### config.mk
export PLATFORM = sky130hd
export DESIGN_NAME = iq_offset_cal
export DESIGN_NICKNAME = d
export VERILOG_FILES = /design/src/rtl/iq_cal_pkg.sv /design/src/rtl/iq_cal_ctrl.sv /design/src/rtl/iq_cal_dp.sv /design/src/rtl/iq_offset_cal.sv
export SDC_FILE = /design/constraint.sdc
export NUM_CORES = 1
export LEC_CHECK = 0
export ABC_AREA = 1
export BUFFER_PORTS_ARGS = -buffer_cell sky130_fd_sc_hd__clkbuf_2
export CELL_PAD_IN_SITES_DETAIL_PLACEMENT = 2
export CELL_PAD_IN_SITES_GLOBAL_PLACEMENT = 2
export CORE_AREA = 3 3 101 112
export DETAILED_ROUTE_END_ITERATION = 7
export DIE_AREA = 0 0 104 115
export PLACE_DENSITY = 0.79
export SLEW_MARGIN = 20
export SYNTH_ARGS = -nofsm -noshare
export SYNTH_HDL_FRONTEND = slang
export SYNTH_HIERARCHICAL = 1
export SYNTH_SLANG_ARGS = --single-unit
### constraint.sdc
create_clock -name clk -period 1.6 [get_ports clk]
set_input_delay 0.16 -clock clk [delete_from_list [all_inputs] [get_ports clk]]
set_output_delay 0.16 -clock clk [all_outputs]
set_load 0.01 [all_outputs]
### src/rtl/iq_cal_pkg.sv
package iq_cal_pkg;
  typedef enum logic [1:0] {CAL_IDLE, CAL_RUN, CAL_HOLD} calState_t;

  // strobes from control to datapath
  typedef struct packed {
    logic start;   // load mid-scale code, point at top bit
    logic decide;  // resolve the current bit from the comparator
    logic abort;   // drop the pending trial bit, stop
  } calStrobe_t;
endpackage

### src/rtl/iq_cal_ctrl.sv
module iq_cal_ctrl
  import iq_cal_pkg::*;
#(
  parameter int unsigned SETTLE_W = 8
) (
  input  logic                clk,
  input  logic                rst_n,
  input  logic                calReq,
  input  logic                winOn,
  input  logic                pathPd,
  input  logic [SETTLE_W-1:0] settleCycles,
  input  logic                lastBit,
  output calStrobe_t          strobe,
  output logic                busy,
  output logic                calDone,
  output logic                calIncomplete
);
  calState_t state;
  logic [SETTLE_W-1:0] cnt;
  logic [SETTLE_W-1:0] limitM1;
  logic active, stepDue;

  assign active  = calReq & winOn;
  assign limitM1 = (settleCycles == '0) ? '0 : settleCycles - 1'b1;
  assign stepDue = (cnt == limitM1);
  assign busy    = (state == CAL_RUN);

  always_comb begin
    strobe.start  = (state == CAL_IDLE) && active;
    strobe.abort  = (state == CAL_RUN) && !active;
    strobe.decide = (state == CAL_RUN) && active && !pathPd && stepDue;
  end

  always_ff @(posedge clk or negedge rst_n) begin
    if (!rst_n) begin
      state         <= CAL_IDLE;
      cnt           <= '0;
      calDone       <= 1'b0;
      calIncomplete <= 1'b0;
    end else begin
      calDone <= strobe.decide && lastBit;
      unique case (state)
        CAL_IDLE: if (strobe.start) begin
          state         <= CAL_RUN;
          cnt           <= '0;
          calIncomplete <= 1'b0;
        end
        CAL_RUN: begin
          if (strobe.abort) begin
            state         <= CAL_IDLE;
            calIncomplete <= 1'b1;
          end else if (!pathPd) begin
            if (stepDue) begin
              cnt <= '0;
              if (lastBit) state <= CAL_HOLD;
            end else begin
              cnt <= cnt + 1'b1;
            end
          end
        end
        CAL_HOLD: if (!active) state <= CAL_IDLE;
        default: state <= CAL_IDLE;
      endcase
    end
  end

  AST_START_GATED: assert property (@(posedge clk) disable iff (!rst_n)
    $rose(busy) |-> $past(calReq && winOn));
  AST_ABORT_FLAG: assert property (@(posedge clk) disable iff (!rst_n)
    (busy && !(calReq && winOn)) |=> (!busy && calIncomplete));
  AST_FREEZE_HOLD: assert property (@(posedge clk) disable iff (!rst_n)
    (busy && calReq && winOn && pathPd) |=> (busy && $stable(cnt)));
  AST_DONE_PULSE: assert property (@(posedge clk) disable iff (!rst_n)
    calDone |=> !calDone);
  AST_DONE_NOT_BUSY: assert property (@(posedge clk) disable iff (!rst_n)
    calDone |-> (!busy && !calIncomplete));
endmodule

### src/rtl/iq_cal_dp.sv
module iq_cal_dp
  import iq_cal_pkg::*;
#(
  parameter int unsigned OFS_W = 8,
  parameter int unsigned SMP_W = 12
) (
  input  logic             clk,
  input  logic             rst_n,
  input  calStrobe_t       strobe,
  input  logic             busy,
  input  logic             cmpI,
  input  logic             cmpQ,
  input  logic [SMP_W-1:0] iSampleIn,
  input  logic [SMP_W-1:0] qSampleIn,
  output logic [SMP_W-1:0] iSampleOut,
  output logic [SMP_W-1:0] qSampleOut,
  output logic [OFS_W-1:0] iOffset,
  output logic [OFS_W-1:0] qOffset,
  output logic             lastBit
);
  localparam int unsigned NCH = 2;
  localparam logic [OFS_W-1:0] MID = {1'b1, {(OFS_W-1){1'b0}}};

  logic [OFS_W-1:0] ptr;
  logic [OFS_W-1:0] code   [NCH];
  logic             cmpVec [NCH];
  logic [SMP_W-1:0] smpIn  [NCH];
  logic [SMP_W-1:0] smpOut [NCH];

  assign cmpVec[0] = cmpI;
  assign cmpVec[1] = cmpQ;
  assign smpIn[0]  = iSampleIn;
  assign smpIn[1]  = qSampleIn;
  assign lastBit   = ptr[0];

  always_ff @(posedge clk or negedge rst_n) begin
    if (!rst_n)             ptr <= '0;
    else if (strobe.start)  ptr <= MID;
    else if (strobe.abort)  ptr <= '0;
    else if (strobe.decide) ptr <= ptr >> 1;
  end

  for (genvar ch = 0; ch < NCH; ch++) begin : g_chan
    always_ff @(posedge clk or negedge rst_n) begin
      if (!rst_n) begin
        code[ch] <= MID;
      end else if (strobe.start) begin
        code[ch] <= MID;
      end else if (strobe.abort) begin
        code[ch] <= code[ch] & ~ptr;
      end else if (strobe.decide) begin
        code[ch] <= (cmpVec[ch] ? code[ch] : (code[ch] & ~ptr)) | (ptr >> 1);
      end
    end
    assign smpOut[ch] = busy ? '0 : smpIn[ch];
  end

  assign iOffset    = code[0] ^ MID;
  assign qOffset    = code[1] ^ MID;
  assign iSampleOut = smpOut[0];
  assign qSampleOut = smpOut[1];

  AST_PTR_ONEHOT: assert property (@(posedge clk) disable iff (!rst_n)
    $onehot0(ptr));
  AST_PTR_LIVE: assert property (@(posedge clk) disable iff (!rst_n)
    busy |-> ($countones(ptr) == 1));
  AST_START_MID: assert property (@(posedge clk) disable iff (!rst_n)
    strobe.start |=> (code[0] == MID && code[1] == MID));
endmodule

### src/rtl/iq_offset_cal.sv
module iq_offset_cal
  import iq_cal_pkg::*;
#(
  parameter int unsigned OFS_W    = 8,
  parameter int unsigned SMP_W    = 12,
  parameter int unsigned SETTLE_W = 8
) (
  input  logic                clk,
  input  logic                rst_n,
  input  logic                calReq,
  input  logic                winOn,
  input  logic                pathPd,
  input  logic [SETTLE_W-1:0] settleCycles,
  input  logic                cmpI,
  input  logic                cmpQ,
  input  logic [SMP_W-1:0]    iSampleIn,
  input  logic [SMP_W-1:0]    qSampleIn,
  output logic [SMP_W-1:0]    iSampleOut,
  output logic [SMP_W-1:0]    qSampleOut,
  output logic [OFS_W-1:0]    iOffset,
  output logic [OFS_W-1:0]    qOffset,
  output logic                calBusy,
  output logic                calDone,
  output logic                calIncomplete
);
  calStrobe_t strobe;
  logic lastBit;

  iq_cal_ctrl #(.SETTLE_W(SETTLE_W)) u_ctrl (
    .clk(clk), .rst_n(rst_n), .calReq(calReq), .winOn(winOn), .pathPd(pathPd),
    .settleCycles(settleCycles), .lastBit(lastBit), .strobe(strobe),
    .busy(calBusy), .calDone(calDone), .calIncomplete(calIncomplete)
  );

  iq_cal_dp #(.OFS_W(OFS_W), .SMP_W(SMP_W)) u_dp (
    .clk(clk), .rst_n(rst_n), .strobe(strobe), .busy(calBusy),
    .cmpI(cmpI), .cmpQ(cmpQ), .iSampleIn(iSampleIn), .qSampleIn(qSampleIn),
    .iSampleOut(iSampleOut), .qSampleOut(qSampleOut),
    .iOffset(iOffset), .qOffset(qOffset), .lastBit(lastBit)
  );

  AST_OFFSET_HOLD_IDLE: assert property (@(posedge clk) disable iff (!rst_n)
    (!calBusy && $past(!calBusy)) |-> ($stable(iOffset) && $stable(qOffset)));
  AST_ZERO_WHILE_BUSY: assert property (@(posedge clk) disable iff (!rst_n)
    (calBusy && iSampleIn != '0) |-> (iSampleOut != iSampleIn));
endmodule

Word-level counts from Yosys, hierarchy flattened
Cells that the tools add are included.
Word-level totals
  bits in registers: 36
  bits of input ports: 39
  output and inout port bits: 43
Operators by class
  add/subtract/negate cells: 2
  equality and inequality tests: 11
  multiplexer cells: 29
  bitwise gates (word level): 8
  reductions and logical operators: 15
Operators by type and width (number)
  $mux 8: 16
  $mux 12: 2
  $and 8x8->8: 2
  $or 8x7->8: 2
  $pmux 8 s2: 1
  $mux 2: 6
  $ne 2x2->1 const B: 5
  $ne 3x3->1 const B: 3
  $add 8x1->8 const B: 1
  $eq 8x8->1: 1
  $logic_not 8->1: 1
  $not 8->8: 1
  $sub 8x1->8 const B: 1
  $logic_and 1x1->1: 6
  $pmux 2 s3: 1
  $reduce_and 5->1: 1
  $reduce_and 4->1: 1
  $reduce_and 3->1: 1
  $reduce_bool 3->1: 1
  $eq 2x1->1 const B: 1
  $eq 2x2->1 const B: 1
  $logic_not 1->1: 2
  $logic_not 2->1: 1
  $mux 1: 2
  4 further kinds: 5

Logic depth before layout (Yosys ltp)
  depth after elaboration: 7
  mapped depth: 20
  gate-level depth less buffers: 17

By module
Netlist, hierarchy kept.
Modules (own cells, without submodules)
  iq_cal_dp: instances 1, cells each 200, area an instance 1407.6 µm², sequential area each 603.1 µm²
  iq_cal_ctrl: instances 1, cells each 164, area an instance 1027.2 µm², sequential area each 300.3 µm²

Least setup slack after synthesis
No wires, ideal clock.
  path kind: input port to flip-flop
  start point: input port settleCycles[0]
  end point: register u_dp.code (netlist bit u_dp/iOffset[6])
  library setup time: 119 ps
  arrival time: 1919 ps
  data required time: 1481 ps
  setup slack: -438 ps
  cell stages on the path: 20
  path buffers: 3
  path through: inv_2 ha_1 nand2_1 nor2_2 nand2_2 buf_6 nand3_1 nand2_1 nand2_1 nand2_1 nor2_4 nand2_4 nor2_1 buf_4 inv_2 nand2_4 buf_6 nand3_1 nand2_1 nand2_1
RTL lines
  start, declared: line iq_offset_cal.sv:13  | input logic [SETTLE_W-1:0] settleCycles,
  end signal, assigned by index: line iq_cal_dp.sv:50  | code[ch] <= code[ch] & ~ptr;
  end signal, assigned by index: line iq_cal_dp.sv:52  | code[ch] <= (cmpVec[ch] ? code[ch] : (code[ch] & ~ptr)) | (ptr >> 1);
  end, declared: line iq_cal_dp.sv:25  | logic [OFS_W-1:0] code [NCH];

==> impl_summary.log <==
[metrics] startpoint type of the worst setup path: input pin
[metrics] Routed WL per cell: approximately 15 um
[metrics] Critical Path Max Stage Delay: 0.16 ns
[metrics] wire length of the first global-routing pass: about 15000 um
[metrics] htree depth: 2
[metrics] required time of the critical path: approximately 1.8 ns
[metrics] buffers from clock root to sink, at most: 2
[metrics] status: finished with violations
[metrics] Yosys Warn Count: 6
[metrics] DRC Markers: 0
[metrics] violated checks: negative setup slack
[metrics] total cell area at the placement stage: 0.003169 mm2
[metrics] num rows: 39
[metrics] final-layout setup total negative slack: -2.069 ns
[metrics] overall track demand over capacity in global routing: 15.80%
[metrics] top-level port count: 82
[metrics] total number of vias: about 2700
[metrics] final setup violation count: 26
[metrics] worst endpoint data arrival time: around 1.9 ns
[metrics] Worst Tran Pin Value: roughly 0.58 ns
[metrics] CP max-delay cell: sky130_fd_sc_hd__nor2_4
[metrics] die width: 104 um
[metrics] Inserted Clock Buffers: 5
[metrics] async set-reset flop share out of synthesis: 100.0%
[metrics] Pwr per Cell Area: 710.8 mW/mm2
[metrics] number of DRC violations after detailed-routing iteration 0: between 80 and 90
[metrics] Worst Hold Slack: 0.2222 ns
[metrics] largest driver fanout on the critical path: 8
[metrics] f_max: between 500 and 600 MHz
[metrics] register bit count reported by yosys: 36
[metrics] count of mapped cells out of synthesis: between 300 and 400
[metrics] GR Overflow Total: 0
[metrics] area growth from synthesis to layout: 51.44%
[metrics] number of antenna violations at the first check in global routing: 0
[metrics] Placer Congestion: between 0.7 and 0.8
[metrics] effective utilization at floorplan: 23.54%
[metrics] final antenna-violating net count: 0
[metrics] number of search-and-repair iterations in the first detailed-routing pass: 4
[metrics] root buffer cell: sky130_fd_sc_hd__clkbuf_16
[metrics] quantity of I/O buffers inserted on ports: about 80
[metrics] Via-to-Cell Ratio: about 4.3
[metrics] critical path cell sequence: clkbuf_16, inv_16, ha_4, nand2_4, nor2_4, nand2_4, nand2_2, nand2_1, nand2_1, nand3_2, nor2_4, nand2_4, nor2_4, buf_6, inv_8, buf_6, nand3_1, nand2_2
[metrics] worst-case vdd ir drop: ~0.37 mV
[metrics] DP Wirelength: between 6000 and 7000 um
[metrics] number of global-route vias before repair: roughly 3100
[metrics] PnR worst setup slack: -0.1218 ns
[metrics] max-slew violation count: 0
[metrics] number of nets in the synthesized netlist: 405
[metrics] area of the mapped netlist: 0.002435 mm2
[metrics] count of nets after finishing: between 500 and 600
[metrics] final std cell area, no fill: 0.003687 mm2
[metrics] max-slew headroom at the worst pin: between 60 and 70%
[metrics] worst hold-check path type: input pin to flop
[metrics] largest net degree at the start of global routing: 37
[metrics] final period demand of the worst path: 1.722 ns
[metrics] Worst Setup Path Type: input pin to flop
[metrics] die footprint: roughly 0.012 mm2
[metrics] leakage power total: between 2 and 2.5 nW
[metrics] clock sink total: 36
[metrics] number of maximum-capacitance violations: 0
[metrics] Die Y-Extent: ~120 um
[metrics] RSZ-0062 raised after global routing: true
[metrics] most used flip-flop cell after synthesis: sky130_fd_sc_hd__dfrtp_1
[metrics] final design utilization: 35.64%
[metrics] CTS tree: done
[metrics] Cell variety after synth: 27
[metrics] Hold Violations, Final: 0
[metrics] clock transition at the register clock pins on the worst setup and hold paths after CTS: 0.06 ns
[metrics] final clock period utilization by the worst path: 107.6%
[metrics] total wire length after detailed routing: 9538 um
[metrics] layout filler cell count: 1253
[metrics] Critical Path End Type: flop
[metrics] count of flip-flops with a built-in enable after synthesis: 0
[metrics] antenna cell count: 0
[metrics] Core ar.: 0.01034 mm2
[metrics] sequential-to-total area share from yosys stat: a little under two fifths
[metrics] clock latency on the worst-skew pair: 0.29 ns
[metrics] clock skew after layout: between 0.009 and 0.01 ns
[metrics] synthesized area per cell: about 6.7 um2
[metrics] share of final-layout standard cells stronger than drive strength 1: 42.53%
[critical path: cells and delay by family]
family        cells  cell delay (ns)
fa+ha+maj         1             0.14
buf+inv           5             0.49
simple gates     12             1.11
[Yosys cell counts (3+ instances only)]
master                    instances  area [um2]
sky130_fd_sc_hd__buf_4           16       120.1
sky130_fd_sc_hd__buf_6            3       33.78
sky130_fd_sc_hd__dfrtp_1         34       850.8
sky130_fd_sc_hd__inv_1           56       210.2
sky130_fd_sc_hd__inv_2            6       22.52
sky130_fd_sc_hd__nand2_1        120       450.4
sky130_fd_sc_hd__nand2_2          3       18.77
sky130_fd_sc_hd__nand2_4          4       45.04
sky130_fd_sc_hd__nand3_1         44       220.2
sky130_fd_sc_hd__nand4_1          5       31.28
sky130_fd_sc_hd__nor2_1          44       165.2
sky130_fd_sc_hd__nor2_2           3       18.77
sky130_fd_sc_hd__xor2_1           5       43.79
[power breakdown]
group | switching [mW] | total (mW) | internal (mW) | leakage [nW]
Combinational | 0.309 | 0.523 | 0.214 | 1.57
Clock | 0.404 | 1.14 | 0.734 | 0.0808
Sequential | 0.0214 | 0.960 | 0.939 | 0.490
[cell usage in the layout, fill, tap and decap left out, drive strengths merged, types with 2 or more instances in the layout]
cell type / netlist / layout
buf: 19 / 40
nand2: 127 / 129
ha: 2 / 2
nor3: 2 / 2
nand4: 5 / 5
xor2: 5 / 5
clkbuf: 2 / 87
clkinv: 1 / 2
inv: 62 / 62
nand3: 46 / 46
nor2: 50 / 50
dfrtp: 34 / 34
dfstp: 2 / 2
o21ai: 3 / 3
[kinds of logic (layout without fill, tap and decap cells)]
logic type | Yosys count | count (layout) | share of synthesized area (%)
flops | 36 | 36 | 37.10
xor+xnor | 5 | 5 | 1.798
fa+ha+maj | 2 | 2 | 1.028
buf+inv | 84 | 193 | 16.34
simple gates | 231 | 233 | 42.24
compound gates | 6 | 6 | 1.490
[cell type report]
| class | instances | area (um2) | area share (%) |
|---|---|---|---|
| Clock buffer | 6 | 128.9 | 3.495 |
| Clock inverter | 2 | 35.03 | 0.9501 |
| Inverter | 63 | 266.5 | 7.228 |
| Multi-Input combinational cell | 246 | 1399 | 37.94 |
| Sequential cell | 36 | 903.4 | 24.50 |
| Tap cell | 143 | 178.9 | 4.852 |
| Timing Repair Buffer | 122 | 775.7 | 21.04 |
[stage by stage]
step | setup WS, ns | total power [mW] | std cells
after detailed placement | -0.6474 | 1.426 | 599
after floorplan | -0.3094 | 1.201 | 364
after global routing | -0.2599 | 2.745 | 618
after CTS | -0.04091 | 2.632 | 617
final | -0.1218 | 2.621 | 618
after global placement | -0.4987 | 1.405 | 599
[state kept, by name (all words and copies together), names as in the netlist]
register and cells:
u_ctrl/calIncomplete 1, u_dp/iOffset 7, u_dp/ptr 8, u_ctrl/calDone 1
u_ctrl/state 2, u_ctrl/cnt 8, u_dp/qOffset 7, u_dp/code 2
[routing by layer]
layer	vias up	GRT usage (%)	wire length [um]
met5	-	0	0
met4	0	4.610	127
met3	8	3.818	516
met2	75	30.21	4960
met1	1292	17.42	3933
li1	1306	-	-
[repair_timing]
action	CTS	global route
setup buffers	7	2
hold buffers	1	0
cloned	2	0
hold endpoints to repair	34	0
endpoints found under the setup margin	26	58
pin swaps	14	12
gates resized for setup	40	20
[final timing paths]
path                                  from         endpoint  slack (ns)  cells after the start
max in group asynchronous            rst_n     u_dp/code[7]        0.74                      3
hold reg to reg               u_dp/code[7]     u_dp/code[7]        0.45                      2
hold / removal                      pathPd  u_ctrl/state[0]        0.22                      5
min in group asynchronous            rst_n  u_dp/qOffset[3]        0.48                      3
setup / recovery           settleCycles[0]      u_dp/ptr[4]       -0.12                     18
setup reg to reg             u_ctrl/cnt[5]      u_dp/ptr[4]       -0.09                     12
(Power assumes the default switching activity.)
